## src/rtl/fpa_pkg.sv

```systemverilog
`timescale 1ns/1ps
package fpa_pkg;
  localparam int EXP_W  = 8;
  localparam int MAN_W  = 23;
  localparam int WORD_W = 1 + EXP_W + MAN_W;
  localparam int SIG_W  = MAN_W + 1;
  localparam int EXT_W  = SIG_W + 3;      // significand + guard, round, sticky
  localparam int NEAR_W = SIG_W + 1;      // one extra bit for a one-place offset
  localparam int LZ_W   = $clog2(NEAR_W + 1);

  localparam logic [EXP_W-1:0]  EXP_MAX = '1;
  localparam logic [WORD_W-1:0] QNAN    = {1'b0, EXP_MAX, 1'b1, {(MAN_W-1){1'b0}}};

  typedef struct packed {
    logic [EXP_W:0]   exp;
    logic [EXT_W-1:0] sig;   // [EXT_W-1] is the integer bit when normal
  } path_res_t;
endpackage

```

## src/rtl/fpa_lzc.sv

```systemverilog
`timescale 1ns/1ps
module fpa_lzc #(
  parameter int W  = 25,
  parameter int CW = $clog2(W + 1)
) (
  input  logic [W-1:0]  val_i,
  output logic [CW-1:0] cnt_o
);
  always_comb begin
    cnt_o = CW'(W);
    for (int i = 0; i < W; i++)
      if (val_i[i]) cnt_o = CW'(W - 1 - i);
  end
endmodule

```

## src/rtl/fpa_near_path.sv

```systemverilog
`timescale 1ns/1ps
module fpa_near_path
  import fpa_pkg::*;
(
  input  logic [EXP_W-1:0] ex_i,
  input  logic [SIG_W-1:0] sigx_i,
  input  logic [SIG_W-1:0] sigy_i,
  input  logic             dist_one_i,
  output path_res_t        res_o,
  output logic             zero_o
);
  logic [NEAR_W-1:0] diff, norm;
  logic [LZ_W-1:0]   lz;
  logic [EXP_W-1:0]  room, shamt;

  // operands are magnitude-ordered, so the difference never goes negative
  always_comb
    diff = {sigx_i, 1'b0} - (dist_one_i ? {1'b0, sigy_i} : {sigy_i, 1'b0});

  fpa_lzc #(.W(NEAR_W), .CW(LZ_W)) u_lzc (
    .val_i (diff),
    .cnt_o (lz)
  );

  always_comb begin
    room   = ex_i - EXP_W'(1);
    // clamp at the subnormal boundary
    shamt  = (EXP_W'(lz) > room) ? room : EXP_W'(lz);
    norm   = diff << shamt;
    res_o.sig = {norm, 2'b00};
    res_o.exp = {1'b0, ex_i - shamt};
    zero_o    = (diff == '0);
  end
endmodule

```

## src/rtl/fpa_far_path.sv

```systemverilog
`timescale 1ns/1ps
module fpa_far_path
  import fpa_pkg::*;
(
  input  logic [EXP_W-1:0] ex_i,
  input  logic [SIG_W-1:0] sigx_i,
  input  logic [SIG_W-1:0] sigy_i,
  input  logic [EXP_W-1:0] dist_i,
  input  logic             eff_sub_i,
  output path_res_t        res_o
);
  localparam int ALIGN_W = SIG_W + 2;

  logic [EXT_W-1:0]     x_ext, y_ext;
  logic [2*ALIGN_W-1:0] wide;
  logic [EXT_W:0]       sum;

  always_comb begin
    x_ext = {sigx_i, 3'b000};
    wide  = {sigy_i, 2'b00, {ALIGN_W{1'b0}}} >> dist_i;
    if (dist_i >= EXP_W'(ALIGN_W))
      y_ext = {{(EXT_W-1){1'b0}}, |sigy_i};
    else
      y_ext = {wide[2*ALIGN_W-1:ALIGN_W], |wide[ALIGN_W-1:0]};

    sum = eff_sub_i ? ({1'b0, x_ext} - {1'b0, y_ext})
                    : ({1'b0, x_ext} + {1'b0, y_ext});

    if (sum[EXT_W]) begin
      res_o.sig = {sum[EXT_W:2], |sum[1:0]};
      res_o.exp = {1'b0, ex_i} + (EXP_W+1)'(1);
    end else if (sum[EXT_W-1] || !eff_sub_i) begin
      // unnormalized only for a subnormal sum at exponent 1
      res_o.sig = sum[EXT_W-1:0];
      res_o.exp = {1'b0, ex_i};
    end else begin
      res_o.sig = {sum[EXT_W-2:0], 1'b0};
      res_o.exp = {1'b0, ex_i} - (EXP_W+1)'(1);
    end
  end
endmodule

```

## src/rtl/fpa_round.sv

```systemverilog
`timescale 1ns/1ps
module fpa_round
  import fpa_pkg::*;
(
  input  path_res_t         res_i,
  output logic [WORD_W-2:0] mag_o
);
  logic [EXP_W-1:0]  efield;
  logic [MAN_W-1:0]  frac;
  logic              guard, sticky, up;
  logic [WORD_W-2:0] rounded;

  always_comb begin
    efield  = res_i.sig[EXT_W-1] ? res_i.exp[EXP_W-1:0] : '0;
    frac    = res_i.sig[EXT_W-2:3];
    guard   = res_i.sig[2];
    sticky  = |res_i.sig[1:0];
    up      = guard & (sticky | res_i.sig[3]);
    // carry out of the fraction bumps the exponent field, up to infinity
    rounded = {efield, frac} + (WORD_W-1)'(up);
    if (res_i.exp >= {1'b0, EXP_MAX})
      mag_o = {EXP_MAX, {MAN_W{1'b0}}};
    else
      mag_o = rounded;
  end
endmodule

```

## src/rtl/fp_dual_add.sv

```systemverilog
`timescale 1ns/1ps
module fp_dual_add
  import fpa_pkg::*;
(
  input  logic              clk_i,
  input  logic              rst_ni,
  input  logic              valid_i,
  input  logic [WORD_W-1:0] a_i,
  input  logic [WORD_W-1:0] b_i,
  input  logic              sub_i,
  output logic              valid_o,
  output logic [WORD_W-1:0] result_o
);
  // ---------------- stage 0: decode, classify, order ----------------
  logic              b_sgn, eff_sub, swap, big_sgn;
  logic              a_nan, b_nan, a_inf, b_inf, spec;
  logic [WORD_W-2:0] big_mag, small_mag;
  logic [EXP_W-1:0]  big_ee, small_ee;
  logic [WORD_W-1:0] spec_val;

  always_comb begin
    b_sgn     = b_i[WORD_W-1] ^ sub_i;
    eff_sub   = a_i[WORD_W-1] ^ b_sgn;
    swap      = b_i[WORD_W-2:0] > a_i[WORD_W-2:0];
    big_mag   = swap ? b_i[WORD_W-2:0] : a_i[WORD_W-2:0];
    small_mag = swap ? a_i[WORD_W-2:0] : b_i[WORD_W-2:0];
    big_sgn   = swap ? b_sgn : a_i[WORD_W-1];
    big_ee    = (big_mag[WORD_W-2:MAN_W] == '0)   ? EXP_W'(1) : big_mag[WORD_W-2:MAN_W];
    small_ee  = (small_mag[WORD_W-2:MAN_W] == '0) ? EXP_W'(1) : small_mag[WORD_W-2:MAN_W];

    a_nan = (a_i[WORD_W-2:MAN_W] == EXP_MAX) && (a_i[MAN_W-1:0] != '0);
    b_nan = (b_i[WORD_W-2:MAN_W] == EXP_MAX) && (b_i[MAN_W-1:0] != '0);
    a_inf = (a_i[WORD_W-2:MAN_W] == EXP_MAX) && (a_i[MAN_W-1:0] == '0);
    b_inf = (b_i[WORD_W-2:MAN_W] == EXP_MAX) && (b_i[MAN_W-1:0] == '0);
    spec  = a_nan | b_nan | a_inf | b_inf;

    if (a_nan | b_nan | (a_inf & b_inf & eff_sub)) spec_val = QNAN;
    else if (a_inf) spec_val = {a_i[WORD_W-1], EXP_MAX, {MAN_W{1'b0}}};
    else            spec_val = {b_sgn, EXP_MAX, {MAN_W{1'b0}}};
  end

  logic              s1_valid, s1_spec, s1_sgn, s1_eff_sub;
  logic [WORD_W-1:0] s1_spec_val;
  logic [EXP_W-1:0]  s1_ex, s1_dist;
  logic [SIG_W-1:0]  s1_sigx, s1_sigy;

  always_ff @(posedge clk_i or negedge rst_ni) begin
    if (!rst_ni) begin
      s1_valid    <= 1'b0;
      s1_spec     <= 1'b0;
      s1_spec_val <= '0;
      s1_sgn      <= 1'b0;
      s1_eff_sub  <= 1'b0;
      s1_ex       <= '0;
      s1_dist     <= '0;
      s1_sigx     <= '0;
      s1_sigy     <= '0;
    end else begin
      s1_valid    <= valid_i;
      s1_spec     <= spec;
      s1_spec_val <= spec_val;
      s1_sgn      <= big_sgn;
      s1_eff_sub  <= eff_sub;
      s1_ex       <= big_ee;
      s1_dist     <= big_ee - small_ee;
      s1_sigx     <= {|big_mag[WORD_W-2:MAN_W], big_mag[MAN_W-1:0]};
      s1_sigy     <= {|small_mag[WORD_W-2:MAN_W], small_mag[MAN_W-1:0]};
    end
  end

  // ---------------- stage 1: near and far paths in parallel ----------------
  logic      near_sel, near_zero;
  path_res_t near_res, far_res;

  always_comb near_sel = s1_eff_sub && (s1_dist < EXP_W'(2));

  fpa_near_path u_near (
    .ex_i       (s1_ex),
    .sigx_i     (s1_sigx),
    .sigy_i     (s1_sigy),
    .dist_one_i (s1_dist[0]),
    .res_o      (near_res),
    .zero_o     (near_zero)
  );

  fpa_far_path u_far (
    .ex_i      (s1_ex),
    .sigx_i    (s1_sigx),
    .sigy_i    (s1_sigy),
    .dist_i    (s1_dist),
    .eff_sub_i (s1_eff_sub),
    .res_o     (far_res)
  );

  logic              s2_valid, s2_spec, s2_sgn, s2_near_sel, s2_near_zero;
  logic [WORD_W-1:0] s2_spec_val;
  path_res_t         s2_near, s2_far;

  always_ff @(posedge clk_i or negedge rst_ni) begin
    if (!rst_ni) begin
      s2_valid     <= 1'b0;
      s2_spec      <= 1'b0;
      s2_spec_val  <= '0;
      s2_sgn       <= 1'b0;
      s2_near_sel  <= 1'b0;
      s2_near_zero <= 1'b0;
      s2_near      <= '0;
      s2_far       <= '0;
    end else begin
      s2_valid     <= s1_valid;
      s2_spec      <= s1_spec;
      s2_spec_val  <= s1_spec_val;
      s2_sgn       <= s1_sgn;
      s2_near_sel  <= near_sel;
      s2_near_zero <= near_zero;
      s2_near      <= near_res;
      s2_far       <= far_res;
    end
  end


  near_norm_chk: assert property (@(posedge clk_i) disable iff (!rst_ni)
    s2_valid && !s2_spec && s2_near_sel && !s2_near_zero && (s2_near.exp > (EXP_W+1)'(1))
      |-> s2_near.sig[EXT_W-1]);


  far_norm_chk: assert property (@(posedge clk_i) disable iff (!rst_ni)
    s2_valid && !s2_spec && !s2_near_sel && (s2_far.exp > (EXP_W+1)'(1))
      |-> s2_far.sig[EXT_W-1]);

  // ---------------- stage 2: select, round, encode ----------------
  path_res_t         pick;
  logic [WORD_W-2:0] mag;
  logic              res_sgn;
  logic [WORD_W-1:0] result_d;

  always_comb pick = s2_near_sel ? s2_near : s2_far;

  fpa_round u_round (
    .res_i (pick),
    .mag_o (mag)
  );

  always_comb begin
    res_sgn  = s2_sgn & ~(s2_near_sel & s2_near_zero);
    result_d = s2_spec ? s2_spec_val : {res_sgn, mag};
  end

  always_ff @(posedge clk_i or negedge rst_ni) begin
    if (!rst_ni) begin
      valid_o  <= 1'b0;
      result_o <= '0;
    end else begin
      valid_o <= s2_valid;
      if (s2_valid) result_o <= result_d;
    end
  end


  latency_chk: assert property (@(posedge clk_i) disable iff (!rst_ni)
    valid_o |-> $past(valid_i, 3));


  cancel_zero_chk: assert property (@(posedge clk_i) disable iff (!rst_ni)
    s2_valid && !s2_spec && s2_near_sel && s2_near_zero |=> valid_o && (result_o == '0));


  canon_nan_chk: assert property (@(posedge clk_i) disable iff (!rst_ni)
    valid_o && (result_o[WORD_W-2:MAN_W] == EXP_MAX) && (result_o[MAN_W-1:0] != '0)
      |-> result_o == QNAN);
endmodule

```

## config.mk

```make
export PLATFORM = sky130hd
export DESIGN_NAME = fp_dual_add
export DESIGN_NICKNAME = d
export VERILOG_FILES = /design/src/rtl/fpa_pkg.sv /design/src/rtl/fpa_lzc.sv /design/src/rtl/fpa_near_path.sv /design/src/rtl/fpa_far_path.sv /design/src/rtl/fpa_round.sv /design/src/rtl/fp_dual_add.sv
export SDC_FILE = /design/constraint.sdc
export NUM_CORES = 1
export LEC_CHECK = 0
export BUFFER_PORTS_ARGS = -buffer_cell sky130_fd_sc_hd__buf_2
export CORE_ASPECT_RATIO = 1.2
export CORE_MARGIN = 3
export CORE_UTILIZATION = 60
export DETAILED_ROUTE_END_ITERATION = 6
export GPL_ROUTABILITY_DRIVEN = 0
export PLACE_DENSITY = 0.78
export SYNTH_ARGS = -nofsm -noshare
export SYNTH_HDL_FRONTEND = slang
export SYNTH_HIERARCHICAL = 1
export SYNTH_SLANG_ARGS = --single-unit
```

## constraint.sdc

```tcl
create_clock -name clk_i -period 19.85 [get_ports clk_i]
set_input_delay 3.97 -clock clk_i [delete_from_list [all_inputs] [get_ports clk_i]]
set_output_delay 3.97 -clock clk_i [all_outputs]
set_load 0.005 [all_outputs]
```

==> summary.txt, run 1 <==
STA
  – Setup repair after global routing missed its margin: false
  – Min Tclk post-route: 8.934 ns
  – Period utilization: 0.4501
  – Final Skew: 0.01101 ns
  – Setup TNS: 0 ns
  – Hold Fails Final Rpt: 0
  – Worst Tran Pin Value: 1.169 ns
  – Setup-failing EPs final: 0
  – Final Worst Setup Slack: 10.92 ns
  – Fin. max-slew vios: 0
  – Fin Hold WS: 0.3502 ns
  – Slew headroom: 0.2207
  – Peak Freq: 111.9 MHz

Placed design
  – Port bufs: 100
  – Pre-CTS WS: 11.18 ns
  – DPL Wire Length: 40,660 um
  – Placed Area: 18,740 um^2

GRT
  – Vias in the first global route: 16,408
  – Initial antenna violation count: 0
  – Total gr overflow: 0
  – GR Util All Layers: 0.3243
  – Largest net degree at the start of global routing: 103
  – First-pass GRT wire length: 85,000 um

Floorplanning
  – Die Y: 196.7 um
  – Row count: 69
  – Die W: 164.9 um
  – Io pins: 101
  – Die Area: 32,440 um^2
  – Starting Density: 0.6105
  – Core area: 29,780 um^2

Cells and area
  – ANT cells: 0
  – Final Cell Area: 19,340 um^2
  – Nets: 2,407
  – Final Util: 0.6494
  – Layout area overhead: 6.364%
  – Layout cell share with drive strength beyond 1: 0.1478

Clock tree
  – CTS tree: built
  – Worst skew pair latency: 0.44 ns
  – Reg clk slew, reported paths: 0.08 ns
  – Hold_buf cts: 0
  – H-tree levels: 4
  – # clock sinks: 184
  – Number of setup buffers added after CTS: 0
  – Root Driver: clkbuf_16
  – Post-CTS resize count: 0
  – Cts bufs inserted: 17
  – Max Root-Sink Buffers: 2

Route
  – DRC Markers: 0
  – Drt via density: 6.651
  – Via count of the routed design: 17,307
  – WL final: 53,170 um
  – Number of routed nets with antenna violations: 0
  – Drt pass-1 iters: 6
  – DR iter-0 viols: 2,093
  – Wire per inst: 20.44 um

Logic synthesis
  – Syn_area_per_cell: 8.361 um^2
  – Synth Cell Area: 18,180 um^2
  – Seq cells post-synth: 184
  – Synth warn: 6
  – Top FF cell, synth: dfrtp_1
  – Fraction of registers with async set/reset: 1.000
  – Cells after Synth: 2,175
  – Netlist cell types: 110
  – Sequential area share after synthesis: 0.2532
  – Post-synth EDFFs: 0

Setup path
  – R2R Setup Slk: 10.92 ns
  – CP most frequent cell: o21ai_0
  – Max incr delay on CP: 0.97 ns
  – Worst setup SP type: flip-flop
  – Worst Path Required: 20.21 ns
  – Slowest stage cell, crit path: a221o_1
  – Crit end category: flip-flop
  – Arrival @ worst endpoint: 9.30 ns
  – Critical path fanouts, max: 66
  – Crit path kind: reg2reg

Pwr
  – Pwr Density: 131.9 nW/um^2
  – P_leak: 8.644 nW
  – VDD IR-drop max: 0.07845 mV

Job
  – Max Cap Viol: 0

Hold path
  – Min-Delay Path Class: reg2reg

Status
  – Outcome: finished clean
[cell families after synthesis]
kind of cell / count (synthesis) / share of synthesized area
simple gates: 709 / 0.1960
buf+inv: 238 / 0.05731
compound gates: 581 / 0.2136
fa+ha+maj: 140 / 0.09798
xor+xnor: 105 / 0.05098
flops: 184 / 0.2532
other cells: 3 / 0.0006192
mux: 215 / 0.1303
[path summary, 6_finish.rpt]
| path | cells past startpoint | end | startpoint |
|---|---|---|---|
| max | 31 | s2_near[34]$_DFF_PN0_ | s1_dist[0]$_DFF_PN0_ |
| max reg2reg | 31 | s2_near[34]$_DFF_PN0_ | s1_dist[0]$_DFF_PN0_ |
| min reg2reg | 0 | s2_spec$_DFF_PN0_ | s1_spec$_DFF_PN0_ |
| min | 0 | s2_spec$_DFF_PN0_ | s1_spec$_DFF_PN0_ |
| max in group asynchronous | 2 | s1_dist[0]$_DFF_PN0_ | rst_ni |
| min in group asynchronous | 1 | s2_far[7]$_DFF_PN0_ | rst_ni |
[sequential cells by signal, summed over array words and instances (netlist names)]
register and cells:
s2_sgn 1, s2_near_zero 1, s1_valid 1, result_o 32
s1_dist 8, s1_sigy 24, s2_spec 1, s2_far 36
s1_sigx 24, s2_near_sel 1, s1_ex 8, s1_sgn 1
s1_spec_val 3, s1_spec 1, s1_eff_sub 1, valid_o 1
s2_spec_val 3, s2_valid 1, s2_near 36
[synth_stat cells, types with 10 or more instances]
cell type,count,area (um^2)
a211oi_1,25,187.7
a21o_1,36,270.3
a21oi_1,154,770.7
a22oi_1,12,90.09
a31o_2,24,210.2
a31oi_1,26,162.7
and2_1,19,118.9
and3_1,24,150.1
buf_1,10,37.54
buf_2,17,85.08
buf_6,11,123.9
clkbuf_1,64,240.2
dfrtp_1,184,4604
ha_1,136,1702
inv_1,123,461.7
mux2_2,99,1115
mux2_4,11,165.2
mux2i_1,101,1011
nand2_1,154,578.1
nand2b_1,19,118.9
nand3_1,44,220.2
nand4_1,35,219.0
nor2_1,201,754.5
nor2b_1,46,287.8
nor3_1,59,295.3
nor4_1,41,256.5
o211ai_1,20,150.1
o21a_1,13,97.59
o21ai_0,103,515.5
o21ai_1,17,85.08
o21bai_1,16,120.1
o22ai_1,27,168.9
or3_1,12,75.07
xnor2_1,62,543.0
xor2_1,42,367.9
[where the power goes]
part / total (W) / switching (W) / internal (W)
sequential: 0.000581 / 0.0000931 / 0.000488
combinational: 0.00163 / 0.00100 / 0.000630
clock: 0.000341 / 0.000168 / 0.000173
[cell type report]
| class | count | area [um^2] |
|---|---|---|
| fillers | 2516 | 10440 |
| inverters | 126 | 473.0 |
| clock buffers | 18 | 439.2 |
| clock inverters | 14 | 158.9 |
| multi-input cells | 1755 | 12550 |
| repair buffers | 115 | 621.8 |
| well taps | 390 | 488.0 |
| flip-flops and latches | 184 | 4607 |
[routing by layer]
layer	track usage	routed length (um)	share of wire	vias up
met5	0	0	0	-
li1	-	-	-	7993
met3	0.03384	3964	0.075	221
met2	0.5413	25200	0.47	975
met4	0.1762	3267	0.061	0
met1	0.4114	20740	0.39	8118
[through the flow]
stage / total power (W) / cells
final: 0.002551 / 2602
after global routing: 0.002722 / 2602
after CTS: 0.002505 / 2602
after detailed placement: 0.002155 / 2570
after global placement: 0.002116 / 2570
after floorplan: 0.001757 / 2177
[cell usage in the layout, fill, tap and decap left out, types with 19 or more instances in the layout]
cell type / count
nor2b_1: 46
inv_1: 123
a31oi_1: 26
xnor2_1: 62
nand2b_1: 19
nor4_1: 41
a211oi_1: 25
nand2_1: 154
and2_1: 19
a21oi_1: 154
nor2_1: 201
mux2i_1: 101
o21ai_0: 103
nand3_1: 44
nor3_1: 59
dfrtp_1: 182
a31o_2: 24
xor2_1: 42
a21o_1: 36
o211ai_1: 20
mux2_2: 99
buf_2: 99
ha_1: 136
nand4_1: 35
and3_1: 24
o22ai_1: 27
[critical path: cells and delay by family, from the launching register on]
kind / cells / cell delay (ns)
xor+xnor: 2 / 0.55
compound gates: 13 / 3.25
simple gates: 10 / 2.44
flops: 1 / 0.34
buf+inv: 3 / 1.17
fa+ha+maj: 3 / 1.06
Power figures use the tool's default switching activity.
==> inputs of run 2 (changes only) <==
--- a/config.mk
+++ b/config.mk
@@ -8,10 +8,10 @@
 export BUFFER_PORTS_ARGS = -buffer_cell sky130_fd_sc_hd__buf_2
 export CORE_ASPECT_RATIO = 1.2
 export CORE_MARGIN = 3
-export CORE_UTILIZATION = 60
+export CORE_UTILIZATION = 57
 export DETAILED_ROUTE_END_ITERATION = 6
 export GPL_ROUTABILITY_DRIVEN = 0
-export PLACE_DENSITY = 0.78
+export PLACE_DENSITY = 0.77
 export SYNTH_ARGS = -nofsm -noshare
 export SYNTH_HDL_FRONTEND = slang
 export SYNTH_HIERARCHICAL = 1
==> constraint.sdc (replaced) <==
create_clock -name clk_i -period 8 [get_ports clk_i]
set_input_delay 1.6 -clock clk_i [delete_from_list [all_inputs] [get_ports clk_i]]
set_output_delay 1.6 -clock clk_i [all_outputs]
set_load 0.005 [all_outputs]
==> run 2 against run 1 <==
Register-to-register slack got worse by 10 ns. Combinational power rose by 140%. Critical path type unchanged. Via count fell by 0.65%.
==> summary.txt, run 2 (same netlist as run 1, synthesis figures left out) <==
GRT
  – First-pass GRT wire length: 84,370 um (was 85,000 um)
  – Largest net degree at the start of global routing: 109 (was 103)
  – Total gr overflow: 0 (unchanged)
  – Initial antenna violation count: 0 (unchanged)
  – GR Util All Layers: 0.3023 (was 0.3243)
  – Vias in the first global route: 16,179 (was 16,408)

Status
  – Outcome: finished clean (unchanged)

Clock tree
  – Reg clk slew, reported paths: 0.07 ns (was 0.08 ns)
  – Number of setup buffers added after CTS: 0 (unchanged)
  – Max Root-Sink Buffers: 2 (unchanged)
  – Root Driver: clkbuf_16 (unchanged)
  – Cts bufs inserted: 17 (unchanged)
  – H-tree levels: 4 (unchanged)
  – CTS tree: built (unchanged)
  – Hold_buf cts: 0 (unchanged)
  – # clock sinks: 184 (unchanged)
  – Worst skew pair latency: 0.44 ns (about the same)

Cells and area
  – Largest registers: s2_far: 36 flops, s2_near: 36 flops, result_o: 32 flops (unchanged)
  – Layout area overhead: 6.701% (was 6.364%)
  – FF+latch area: 4609 um^2 (was 4607 um^2)
  – Area of the multi-input gates: 12,550 um^2 (unchanged)
  – ANT cells: 0 (unchanged)
  – Commonest non-fill, non-tap cell in the layout: nor2_1 (unchanged)
  – Nets: 2,415 (was 2,407)
  – Layout cell share with drive strength beyond 1: 0.1505 (was 0.1478)
  – Most used cells in the layout excluding fill and tap cells: 201 x nor2_1, 182 x dfrtp_1, 154 x a21oi_1, 154 x nand2_1, 136 x ha_1 (unchanged)
  – Fill cell instance count of the final layout: 2,714 (was 2,516)

Setup path
  – Worst Path Required: 8.36 ns (was 20.21 ns)
  – Max incr delay on CP: 0.69 ns (was 0.97 ns)
  – Critical path fanouts, max: 26 (was 66)
  – Arrival @ worst endpoint: 7.80 ns (was 9.30 ns)
  – R2R depth: 31 (unchanged)
  – Crit end category: flip-flop (unchanged)
  – Slowest stage cell, crit path: dfrtp_4 (was a221o_1)
  – CP most frequent cell: o21ai_0 (unchanged)
  – Worst setup SP type: flip-flop (unchanged)
  – Crit path kind: reg2reg (unchanged)

Route
  – Drt via density: 6.560 (was 6.651)
  – DR iter-0 viols: 2,008 (was 2,093)
  – Wire per inst: 20.26 um (was 20.44 um)
  – WL final: 53,090 um (was 53,170 um)
  – Drt pass-1 iters: 6 (unchanged)
  – Via count of the routed design: 17,195 (was 17,307)
  – DRC Markers: 0 (unchanged)
  – Number of routed nets with antenna violations: 0 (unchanged)

STA
  – Hold Fails Final Rpt: 0 (unchanged)
  – Slew headroom: 0.3157 (was 0.2207)
  – Min Tclk post-route: 7.440 ns (was 8.934 ns)
  – Final Worst Setup Slack: 0.5605 ns (was 10.92 ns)
  – Period utilization: 0.9299 (was 0.4501)
  – Setup TNS: 0 ns (unchanged)
  – Setup-failing EPs final: 0 (unchanged)
  – Worst Tran Pin Value: 1.027 ns (was 1.169 ns)
  – Final Skew: 0.01377 ns (was 0.01101 ns)
  – Setup repair after global routing missed its margin: false (unchanged)
  – Peak Freq: 134.4 MHz (was 111.9 MHz)
  – Fin. max-slew vios: 0 (unchanged)

Floorplanning
  – Die Y: 201.7 um (was 196.7 um)
  – Die W: 169.1 um (was 164.9 um)
  – Row count: 71 (was 69)
  – Io pins: 101 (unchanged)
  – Core area: 31,360 um^2 (was 29,780 um^2)
  – Starting Density: 0.5799 (was 0.6105)
  – Die Area: 34,090 um^2 (was 32,440 um^2)

Hold path
  – Hold path depth: 0 (unchanged)
  – Min-Delay Path Class: reg2reg (unchanged)

Placed design
  – Pre-CTS WS: 0.6302 ns (was 11.18 ns)
  – DPL Wire Length: 40,860 um (was 40,660 um)
  – Port bufs: 100 (unchanged)

Pwr
  – VDD IR-drop max: 0.2138 mV (was 0.07845 mV)
  – Pint: 0.003225 W (was 0.001290 W)
  – Pwr Density: 325.8 nW/um^2 (was 131.9 nW/um^2)
  – P_leak: 8.662 nW (was 8.644 nW)
  – Sw Share: 0.4898 (was 0.4942)
  – P_sw: 0.003096 W (was 0.001261 W)
  – Sequential share of power: 0.235 (was 0.228)
  – Clk pwr share: 0.133 (was 0.134)
  – Combinational share of power: 0.631 (was 0.639)

Job
  – Max Cap Viol: 0 (unchanged)
[run 2: changes by cell type in the layout (fill, tap and decap cells not counted), sizes merged]
cell / change
buf: +8
clkinvlp: +4
clkinv: -6
bufinv: +1
inv: +1
[run 2: worst paths after layout]
check	slack, ns	from	endpoint
max in group asynchronous	5.26	rst_ni	s1_ex[3]$_DFF_PN0_
hold / removal	0.35	s1_spec_val[31]$_DFF_PN0_	s2_spec_val[31]$_DFF_PN0_
hold reg to reg	0.35	s1_spec_val[31]$_DFF_PN0_	s2_spec_val[31]$_DFF_PN0_
min in group asynchronous	1.23	rst_ni	s2_far[7]$_DFF_PN0_
setup / recovery	0.56	s1_dist[0]$_DFF_PN0_	s2_near[34]$_DFF_PN0_
setup reg to reg	0.56	s1_dist[0]$_DFF_PN0_	s2_near[34]$_DFF_PN0_
[run 2: critical path, delay by kind of cell (launching register included)]
kind | cells | cell delay (ns)
compound gates | 13 | 2.90
xor+xnor | 2 | 0.36
fa+ha+maj | 3 | 0.92
buf+inv | 4 | 0.51
flops | 1 | 0.69
simple gates | 9 | 1.95
[run 2: final cells by class]
class,instances,share of cell area
multi-input cells,1755,0.6470
flip-flops and latches,184,0.2376
repair buffers,123,0.03514
well taps,401,0.02586
inverters,126,0.02437
clock buffers,18,0.02212
clock inverters,14,0.007931
[run 2: timing repair]
| action | 4_1_cts | 5_1_grt |
|---|---|---|
| resized for setup | 0 | 1 |
| setup endpoints to repair | 0 | 1 |
| hold endpoints to repair | 0 | 0 |
[run 2: power by group through the flow]
| stage | clock (W) | combinational, W | sequential (W) |
|---|---|---|---|
| 2_1_floorplan | 0 | 0.00302 | 0.00133 |
| 3_3_place_gp | 0 | 0.00376 | 0.00148 |
| 3_5_place_dp | 0 | 0.00384 | 0.00149 |
| 4_1_cts | 0.000855 | 0.00387 | 0.00148 |
| 5_1_grt | 0.000894 | 0.00434 | 0.00151 |
| 6_report | 0.000844 | 0.00399 | 0.00149 |
[run 2: stage by stage]
stage                 util  instance area [um^2]  hold slack, ns  power [W]  std cells
floorplan                -                 18190          0.3312   0.004359       2177
global placement    0.6001                 18820          0.3340   0.005247       2589
finish              0.6188                 19400          0.3483   0.006321       2621
CTS                 0.6187                 19400          0.3499   0.006207       2621
global route        0.6188                 19400          0.3583   0.006739       2621
detailed placement  0.6001                 18820          0.3347   0.005338       2589
[run 2: per-layer routing]
layer  vias to the layer above  track usage  routed length, um
met4                         0       0.1525               2983
met5                         -            0                  0
li1                       8017            -                  -
met2                       890       0.5115              25250
met3                       208      0.03871               3551
met1                      8080       0.3786              21300
